File: src/rtl/tmr_pkg.sv
package tmr_pkg;
  localparam int unsigned TMR_NSRC  = 4;
  localparam int unsigned TMR_SEL_W = $clog2(TMR_NSRC);
  localparam int unsigned TMR_CNT_W = 8;

  typedef enum logic [TMR_SEL_W-1:0] {
    SRC_FAST = 2'd0,
    SRC_MID  = 2'd1,
    SRC_SEC  = 2'd2,
    SRC_MIN  = 2'd3
  } tmr_src_e;
endpackage

File: src/rtl/tmr_tick_sel.sv
module tmr_tick_sel #(
  parameter int unsigned NSRC  = 4,
  parameter int unsigned SEL_W = $clog2(NSRC)
) (
  input  logic             clk,
  input  logic             rst_n,
  input  logic [NSRC-1:0]  tick_vec_i,
  input  logic [SEL_W-1:0] sel_i,
  output logic             tick_o
);
  logic [NSRC-1:0] hit;

  for (genvar g = 0; g < NSRC; g++) begin : g_src
    assign hit[g] = tick_vec_i[g] & (sel_i == SEL_W'(g));
  end

  assign tick_o = |hit;


  src_onehot_chk: assert property (@(posedge clk) disable iff (!rst_n)
    $onehot0(hit));
endmodule

File: src/rtl/tmr_down_cnt.sv
module tmr_down_cnt #(
  parameter int unsigned CNT_W = 8
) (
  input  logic             clk,
  input  logic             rst_n,
  input  logic             en_i,
  input  logic             tick_i,
  input  logic             wr_i,
  input  logic [CNT_W-1:0] wdata_i,
  output logic             expire_o
);
  localparam logic [CNT_W-1:0] ONE = CNT_W'(1);

  logic [CNT_W-1:0] val_q;
  logic [CNT_W-1:0] cnt_q;
  logic             last;

  assign last     = (cnt_q <= ONE);
  assign expire_o = en_i & tick_i & ~wr_i & last;

  always_ff @(posedge clk) begin
    if (!rst_n) begin
      val_q <= '0;
    end else if (wr_i) begin
      val_q <= wdata_i;
    end
  end

  always_ff @(posedge clk) begin
    if (!rst_n) begin
      cnt_q <= '0;
    end else if (wr_i) begin
      cnt_q <= wdata_i;
    end else if (!en_i) begin
      cnt_q <= val_q;
    end else if (tick_i) begin
      cnt_q <= last ? val_q : cnt_q - ONE;
    end
  end


  restart_chk: assert property (@(posedge clk) disable iff (!rst_n)
    wr_i |=> (cnt_q == $past(wdata_i)) && (val_q == $past(wdata_i)));


  hold_chk: assert property (@(posedge clk) disable iff (!rst_n)
    (!en_i && !wr_i) |=> (cnt_q == $past(val_q)));
endmodule

File: src/rtl/tmr_irq_out.sv
module tmr_irq_out (
  input  logic clk,
  input  logic rst_n,
  input  logic expire_i,
  input  logic tick_i,
  input  logic clr_wr_i,
  input  logic clr_data_i,
  input  logic irq_en_i,
  input  logic pulse_mode_i,
  output logic flag_o,
  output logic irq_o
);
  logic flag_q;
  logic pulse_q;

  always_ff @(posedge clk) begin
    if (!rst_n) begin
      flag_q <= 1'b0;
    end else if (expire_i) begin
      flag_q <= 1'b1;
    end else if (clr_wr_i && !clr_data_i) begin
      flag_q <= 1'b0;
    end
  end

  always_ff @(posedge clk) begin
    if (!rst_n) begin
      pulse_q <= 1'b0;
    end else if (expire_i) begin
      pulse_q <= 1'b1;
    end else if (tick_i) begin
      pulse_q <= 1'b0;
    end
  end

  assign flag_o = flag_q;
  assign irq_o  = irq_en_i & (pulse_mode_i ? pulse_q : flag_q);


  set_chk: assert property (@(posedge clk) disable iff (!rst_n)
    expire_i |=> flag_q);


  clear_chk: assert property (@(posedge clk) disable iff (!rst_n)
    (clr_wr_i && !clr_data_i && !expire_i) |=> !flag_q);


  pulse_drop_chk: assert property (@(posedge clk) disable iff (!rst_n)
    (pulse_q && tick_i && !expire_i) |=> !pulse_q);
endmodule

File: src/rtl/countdown_tmr.sv
module countdown_tmr #(
  parameter int unsigned NSRC  = tmr_pkg::TMR_NSRC,
  parameter int unsigned CNT_W = tmr_pkg::TMR_CNT_W,
  localparam int unsigned SEL_W = $clog2(NSRC)
) (
  input  logic             clk,
  input  logic             rst_n,
  input  logic [NSRC-1:0]  tick_vec_i,
  input  logic [SEL_W-1:0] src_sel_i,
  input  logic             run_en_i,
  input  logic             period_wr_i,
  input  logic [CNT_W-1:0] period_i,
  input  logic             flag_wr_i,
  input  logic             flag_wdata_i,
  input  logic             irq_en_i,
  input  logic             pulse_mode_i,
  output logic             tmr_flag_o,
  output logic             tmr_irq_o
);
  logic sel_tick;
  logic expire;

  tmr_tick_sel #(.NSRC(NSRC), .SEL_W(SEL_W)) u_sel (
    .clk        (clk),
    .rst_n      (rst_n),
    .tick_vec_i (tick_vec_i),
    .sel_i      (src_sel_i),
    .tick_o     (sel_tick)
  );

  tmr_down_cnt #(.CNT_W(CNT_W)) u_cnt (
    .clk      (clk),
    .rst_n    (rst_n),
    .en_i     (run_en_i),
    .tick_i   (sel_tick),
    .wr_i     (period_wr_i),
    .wdata_i  (period_i),
    .expire_o (expire)
  );

  tmr_irq_out u_irq (
    .clk          (clk),
    .rst_n        (rst_n),
    .expire_i     (expire),
    .tick_i       (sel_tick),
    .clr_wr_i     (flag_wr_i),
    .clr_data_i   (flag_wdata_i),
    .irq_en_i     (irq_en_i),
    .pulse_mode_i (pulse_mode_i),
    .flag_o       (tmr_flag_o),
    .irq_o        (tmr_irq_o)
  );


  irq_mask_chk: assert property (@(posedge clk) disable iff (!rst_n)
    !irq_en_i |-> !tmr_irq_o);


  idle_noflag_chk: assert property (@(posedge clk) disable iff (!rst_n)
    (!run_en_i && !tmr_flag_o) |=> !tmr_flag_o);
endmodule

File: config.mk
export PLATFORM = sky130hd
export DESIGN_NAME = countdown_tmr
export DESIGN_NICKNAME = d
export VERILOG_FILES = /design/src/rtl/tmr_pkg.sv /design/src/rtl/tmr_tick_sel.sv /design/src/rtl/tmr_down_cnt.sv /design/src/rtl/tmr_irq_out.sv /design/src/rtl/countdown_tmr.sv
export SDC_FILE = /design/constraint.sdc
export NUM_CORES = 1
export LEC_CHECK = 0
export CAP_MARGIN = 40
export CORE_MARGIN = 2
export CORE_UTILIZATION = 55
export CTS_BUF_LIST = sky130_fd_sc_hd__clkbuf_4 sky130_fd_sc_hd__clkbuf_8
export CTS_CLUSTER_SIZE = 25
export DETAILED_ROUTE_END_ITERATION = 7
export HOLD_SLACK_MARGIN = 0.12
export PLACE_DENSITY = 0.88
export SLEW_MARGIN = 5
export SYNTH_ARGS = -nofsm -noshare
export SYNTH_HDL_FRONTEND = slang
export SYNTH_HIERARCHICAL = 1
export SYNTH_SLANG_ARGS = --single-unit
File: constraint.sdc
create_clock -name clk -period 2.8 [get_ports clk]
set_input_delay 0.56 -clock clk [delete_from_list [all_inputs] [get_ports clk]]
set_output_delay 0.56 -clock clk [all_outputs]
set_load 0.005 [all_outputs]
==> results of run 1 <==
[state kept, by name, indices dropped and copies added (netlist names)]
signal,cells
u_cnt/val_q,8
u_irq/flag_o,1
u_irq/pulse_q,1
u_cnt/cnt_q,8
[power groups by stage]
stage,registers [uW],logic [uW],clock network (uW)
2_1_floorplan,299,134,0
3_5_place_dp,304,188,0
4_1_cts,299,189,164
6_report,299,189,160
3_3_place_gp,303,184,0
5_1_grt,302,208,176
[cell type report]
cell class / count / area (um2) / area share, %
multi-input cells: 85 / 666.9 / 48.45
flip-flops and latches: 18 / 360.3 / 26.18
repair buffers: 26 / 252.7 / 18.36
clock buffers: 4 / 36.28 / 2.636
well taps: 27 / 33.78 / 2.455
inverters: 7 / 26.28 / 1.909
[through the flow]
stage	worst slack (ns)	total power, uW	std cells	instance area (um2)
after global routing	0.3950	685.5	167	1376
final	0.4547	647.9	167	1376
after CTS	0.4639	651.9	167	1376
after floorplan	0.7079	433.2	115	1089
after global placement	0.1670	486.7	163	1340
after detailed placement	0.1505	492.4	163	1340
[final timing paths]
path	depth (start not counted)	start	to	slack (ns)
worst min register to register	2	u_cnt/val_q[7]	u_cnt/val_q[7]	0.49
worst max-delay path	6	src_sel_i[1]	u_cnt/cnt_q[5]	0.45
worst max register to register	6	u_cnt/cnt_q[0]	u_cnt/cnt_q[0]	0.84
worst min-delay path	2	u_cnt/val_q[7]	u_cnt/val_q[7]	0.49
[critical path, cell delays in order]
cell	delay [ns]
clkdlybuf4s50_1	0.48
mux4_2	0.51
or3b_1	0.53
o221a_2	0.30
o41ai_1	0.05
a31oi_1	0.07
[routing by layer]
| metal | vias to the layer above | GRT usage (%) |
|---|---|---|
| met5 | - | 0 |
| met4 | 0 | 8.095 |
| met3 | 4 | 3.704 |
| met2 | 22 | 42.36 |
| met1 | 459 | 23.18 |
| li1 | 479 | - |
[cell usage in the layout (no fill, tap or decap), types with 2 or more instances in the layout]
cell type,count
clkdlybuf4s50_1,23
dfxtp_1,18
mux2i_1,10
nand2_1,9
inv_1,6
nor2b_1,6
nor2_1,5
o21ai_0,4
o221ai_1,4
clkbuf_4,3
buf_4,3
a21boi_0,3
nor3b_1,3
a21oi_1,3
nand3_1,2
o311a_1,2
o211ai_1,2
a31oi_1,2
xor2_1,2
ha_1,2
[kinds of logic after synthesis]
| kind of cell | after synthesis | synth area share, % |
|---|---|---|
| buf+inv | 12 | 5.631 |
| fa+ha+maj | 2 | 2.298 |
| compound gates | 32 | 23.45 |
| mux | 12 | 12.64 |
| flops | 18 | 33.10 |
| simple gates | 36 | 20.46 |
| xor+xnor | 3 | 2.414 |
==> results.yml, run 1 <==
outcome:
  status: "complete, no violations"
layout:
  drive_gt1_share_pct: 12.86
  finish.utilization_pct: 71.61
  nets: 165
  diodes: 0
  fillers: 145
  area_growth_pct: 26.44
synth:
  synth.net_count: 139
  synth.area.top_cells: "dfxtp_1 (33%), mux2i_1 (9.2%), nor2b_1 (3.4%)"
  netlist_top_cells_count: "dfxtp_1 (18), mux2i_1 (10), nand2_1 (9)"
  synth_top_area_share_pct: 33.10
  syn_inst: 115
  synth.most_common_cell: "dfxtp_1"
  yosysTopAreaCell: "dfxtp_1"
  ys.flop_type: "dfxtp_1"
  syn_area_per_cell_um2: 9.466
  ys_types: 47
  yosys_warnings: 6
  synth_edf_count: 0
  synth_seq_cells: 18
  yosysSeqAreaShare_pct: 33.10
  synth_area_um2: 1089
  synthArstFlopShare_pct: 0
clocking:
  cts-resized-gates: 0
  clk_pin_slew_ns: 0.10
  clock_latency_ns: 0.30
  cts_tree: "done"
  clockBufferDepth: 2
  clock-sinks: 18
  cts_max_level: 1
  postCtsSetupBuffers: 0
  numCtsBuffers: 3
  hold_buffers: 0
  cts_root_buf: "clkbuf_4"
floorplanning:
  coreArea_um2: 1922
  die_area_um2: 2351
  std_cell_rows: 16
  start_util_pct: 56.64
  fp.dieW_um: 48.49
  die_height_um: 48.49
  pin_count: 24
detailed_routing:
  drt_iter0_drc: 16
  antenna_left: 0
  met3_length_um: 106
  drc: 0
  drtPass1Iterations: 4
  wl_per_cell_um: 13.93
  vias: 964
  highest_layer: "met4"
  wirelength_mm: 2.326
  m1WireLength_um: 941
  avgViaCountPerCell: 5.772
  wl_met2_mm: 1.247
global_routing:
  grt_pass1_vias: 944
  grt_max_degree: 21
  antenna_found_initial: 0
  grt_use_total_pct: 21.75
  grt_pass1_wl_mm: 4.008
  overflow: 0
power_and_ir_drop:
  pwr-share-clk_pct: 24.7
  switching_power_uw: 191.1
  leakage_uw: 0.0005315
  peakVddDrop_mv: 0.3096
  pwr_density_cell_nw_per_um2: 470.8
  switching_share_pct: 29.50
  internal_power_uw: 456.8
  pwr-share-seq_pct: 46.1
  power_frac_comb_pct: 29.2
timing:
  final-max-slew-violation-count: 0
  worst_pin_slew_ns: 0.6418
  grt_setup_unrepaired: "no"
  hold_slack_ns: 0.4909
  period_share_pct: 83.76
  clock_skew_ns: 0.006509
  slew_headroom_pct: 57.08
  max_freq_ghz: 0.4264
  min_period_ns: 2.345
  final-hold-violation-count: 0
  finalSetupViolCount: 0
  setup_tns_ns: 0
placement:
  dpl.hpwl_mm: 1.770
  gp_congestion: 0.8105
  portBuffers: 23
setup_path:
  cp_max_fo: 10
  crit_required_ns: 2.97
  crit_arrival_ns: 2.51
  worstSetupPathType: "in2reg"
  timing.critical_path.to_type: "flip-flop"
  critPathLaunchType: "input pin"
hold_path:
  hp-class: "reg2reg"
run:
  max_cap_viol_count: 0
(Power assumes the default switching activity.)
==> run 2: changes to the inputs <==
Settings changed: CORE_UTILIZATION 55 to 52, PLACE_DENSITY 0.88 to 0.84.
Clock period 2.8 ns to 2.3 ns, I/O delays scaled along.
==> run 2 against run 1 <==
Global-route usage increased by 0.34 points. Worst setup slack got worse by 0.36 ns. Cell count increased by 3.6%. Sequential share of layout area decreased by 0.83 points. Total power increased by 24%. Die area increased by 5.3%. Clock power increased by 21%. Hold slack about the same. Clock skew decreased by 0.0024 ns. Cell area increased by 3.3%.
==> results.yml, run 2 (same netlist as run 1, synthesis figures left out) <==
setup_path:
  ff2ff_setup_slack_ns: 0.37
  r2r-start: "u_cnt/cnt_q[0]"
  crit_path_start: "src_sel_i[1]"
  critPathLaunchType: "input pin"
  crit_chain: "clkdlybuf4s50_1, mux4_2, or3b_1, buf_4, o221ai_1, a21oi_1"
  endpoint: "u_cnt/cnt_q[1]"
  path_delay_family: "buffers and inverters"
  crit_required_ns: 2.48
  worstRegToRegCells: 6
  cp_max_fo: 5
  path_depth: 6
  slowest_stage: "mux4_2"
  path_buf_inv: 2
  timing.critical_path.to_type: "flip-flop"
  crit_arrival_ns: 2.38
  cpPeakStageDelay_ns: 0.52
  rr_endpoint: "u_cnt/cnt_q[0]"
  worstSetupPathType: "in2reg"
clocking:
  cts-resized-gates: 0
  clk_pin_slew_ns: 0.11
  postCtsSetupBuffers: 0
  hold_buffers: 0
  cts_tree: "done"
  clock-sinks: 18
  cts_max_level: 1
  numCtsBuffers: 3
  clock_latency_ns: 0.29
  clockBufferDepth: 2
  cts_root_buf: "clkbuf_4"
layout:
  multiInputGateArea_um2: 666.9
  nets: 171
  final_cell_mix: "clkdlybuf4s50_1 (23), dfxtp_1 (18), mux2i_1 (10)"
  fillers: 161
  drive_gt1_share_pct: 16.44
  final_common_cell: "clkdlybuf4s50_1"
  diodes: 0
  seq_area_um2: 360.3
  reg_top3: "u_cnt/cnt_q x8, u_cnt/val_q x8"
  area_growth_pct: 30.57
  finish.utilization_pct: 72.45
outcome:
  status: "complete, no violations"
detailed_routing:
  antenna_left: 0
  drt_iter0_drc: 16
  vias: 1002
  wl_per_cell_um: 14.58
  drtPass1Iterations: 4
  avgViaCountPerCell: 5.792
  drc: 0
  wirelength_mm: 2.523
power_and_ir_drop:
  pwr-share-seq_pct: 45.5
  switching_share_pct: 29.84
  pwr_density_cell_nw_per_um2: 565.0
  pwr-share-clk_pct: 24.1
  leakage_uw: 0.0005595
  internal_power_uw: 563.4
  switching_power_uw: 239.6
  power_frac_comb_pct: 30.5
  peakVddDrop_mv: 0.4409
floorplanning:
  std_cell_rows: 16
  die_height_um: 49.76
  coreArea_um2: 1962
  start_util_pct: 55.48
  fp.dieW_um: 49.76
  pin_count: 24
  die_area_um2: 2476
global_routing:
  grt_max_degree: 12
  antenna_found_initial: 0
  grt_pass1_vias: 998
  grt_use_total_pct: 22.09
  overflow: 0
  grt_pass1_wl_mm: 4.271
timing:
  max_freq_ghz: 0.4537
  period_share_pct: 95.83
  worst_pin_slew_ns: 0.4684
  finalSetupViolCount: 0
  final-max-slew-violation-count: 0
  min_period_ns: 2.204
  final-hold-violation-count: 0
  setup_tns_ns: 0
  grt_setup_unrepaired: "no"
  clock_skew_ns: 0.004072
  slew_headroom_pct: 68.49
placement:
  portBuffers: 23
  gp_congestion: 0.8601
  dpl.hpwl_mm: 1.933
hold_path:
  hp-class: "reg2reg"
run:
  max_cap_viol_count: 0
[run 2: power groups by stage]
stage	Clock [uW]	Combinational, uW	Sequential (uW)
global placement	0	233	369
floorplan	0	163	364
global route	213	264	368
finish	193	245	365
CTS	198	244	364
detailed placement	0	241	371
[run 2: worst min-delay path by stage]
| stage | start | end | slack, ns | cells after the start |
|---|---|---|---|---|
| final | u_cnt/val_q[7] | u_cnt/val_q[7] | 0.49 | 2 |
| after global routing | u_cnt/val_q[6] | u_cnt/val_q[6] | 0.52 | 2 |
| after CTS | u_cnt/val_q[7] | u_cnt/val_q[7] | 0.49 | 2 |
| after detailed placement | u_cnt/val_q[7] | u_cnt/val_q[7] | 0.47 | 2 |
| after global placement | u_cnt/val_q[2] | u_cnt/val_q[2] | 0.46 | 2 |
| after floorplan | u_cnt/val_q[7] | u_cnt/val_q[7] | 0.44 | 2 |
[run 2: cell type report]
type | count | share of cell area (%)
Inverter | 7 | 1.849
Timing Repair Buffer | 32 | 20.95
Multi-Input combinational cell | 85 | 46.92
Tap cell | 27 | 2.377
Clock buffer | 4 | 2.553
Sequential cell | 18 | 25.35
[run 2: stage by stage]
| step | instances | setup WS, ns | hold slack (ns) | total power [uW] | cell area, um2 |
|---|---|---|---|---|---|
| CTS | 173 | 0.1207 | 0.4934 | 805.7 | 1421 |
| global placement | 169 | -0.1304 | 0.4607 | 601.7 | 1385 |
| floorplan | 115 | 0.3079 | 0.4438 | 527.4 | 1089 |
| finish | 173 | 0.09591 | 0.4906 | 803.0 | 1421 |
| detailed placement | 169 | -0.1916 | 0.4682 | 611.9 | 1385 |
| global route | 173 | 0.07098 | 0.5183 | 844.9 | 1421 |
[run 2: metal layers]
metal  GRT usage, %  vias up  part of all wire [%]
li1               -      493                     -
met1          26.89      477                    45
met2          38.44       28                    50
met3          4.545        4                   4.0
met4          7.407        0                  0.91
met5              0        -                     0
[run 2: worst register-to-register path, delay by kind of cell, from the launching register on]
| family | cells | cell delay (ns) |
|---|---|---|
| buf+inv | 1 | 0.10 |
| compound gates | 3 | 0.72 |
| fa+ha+maj | 1 | 0.27 |
| mux | 1 | 0.35 |
| flops | 1 | 0.44 |
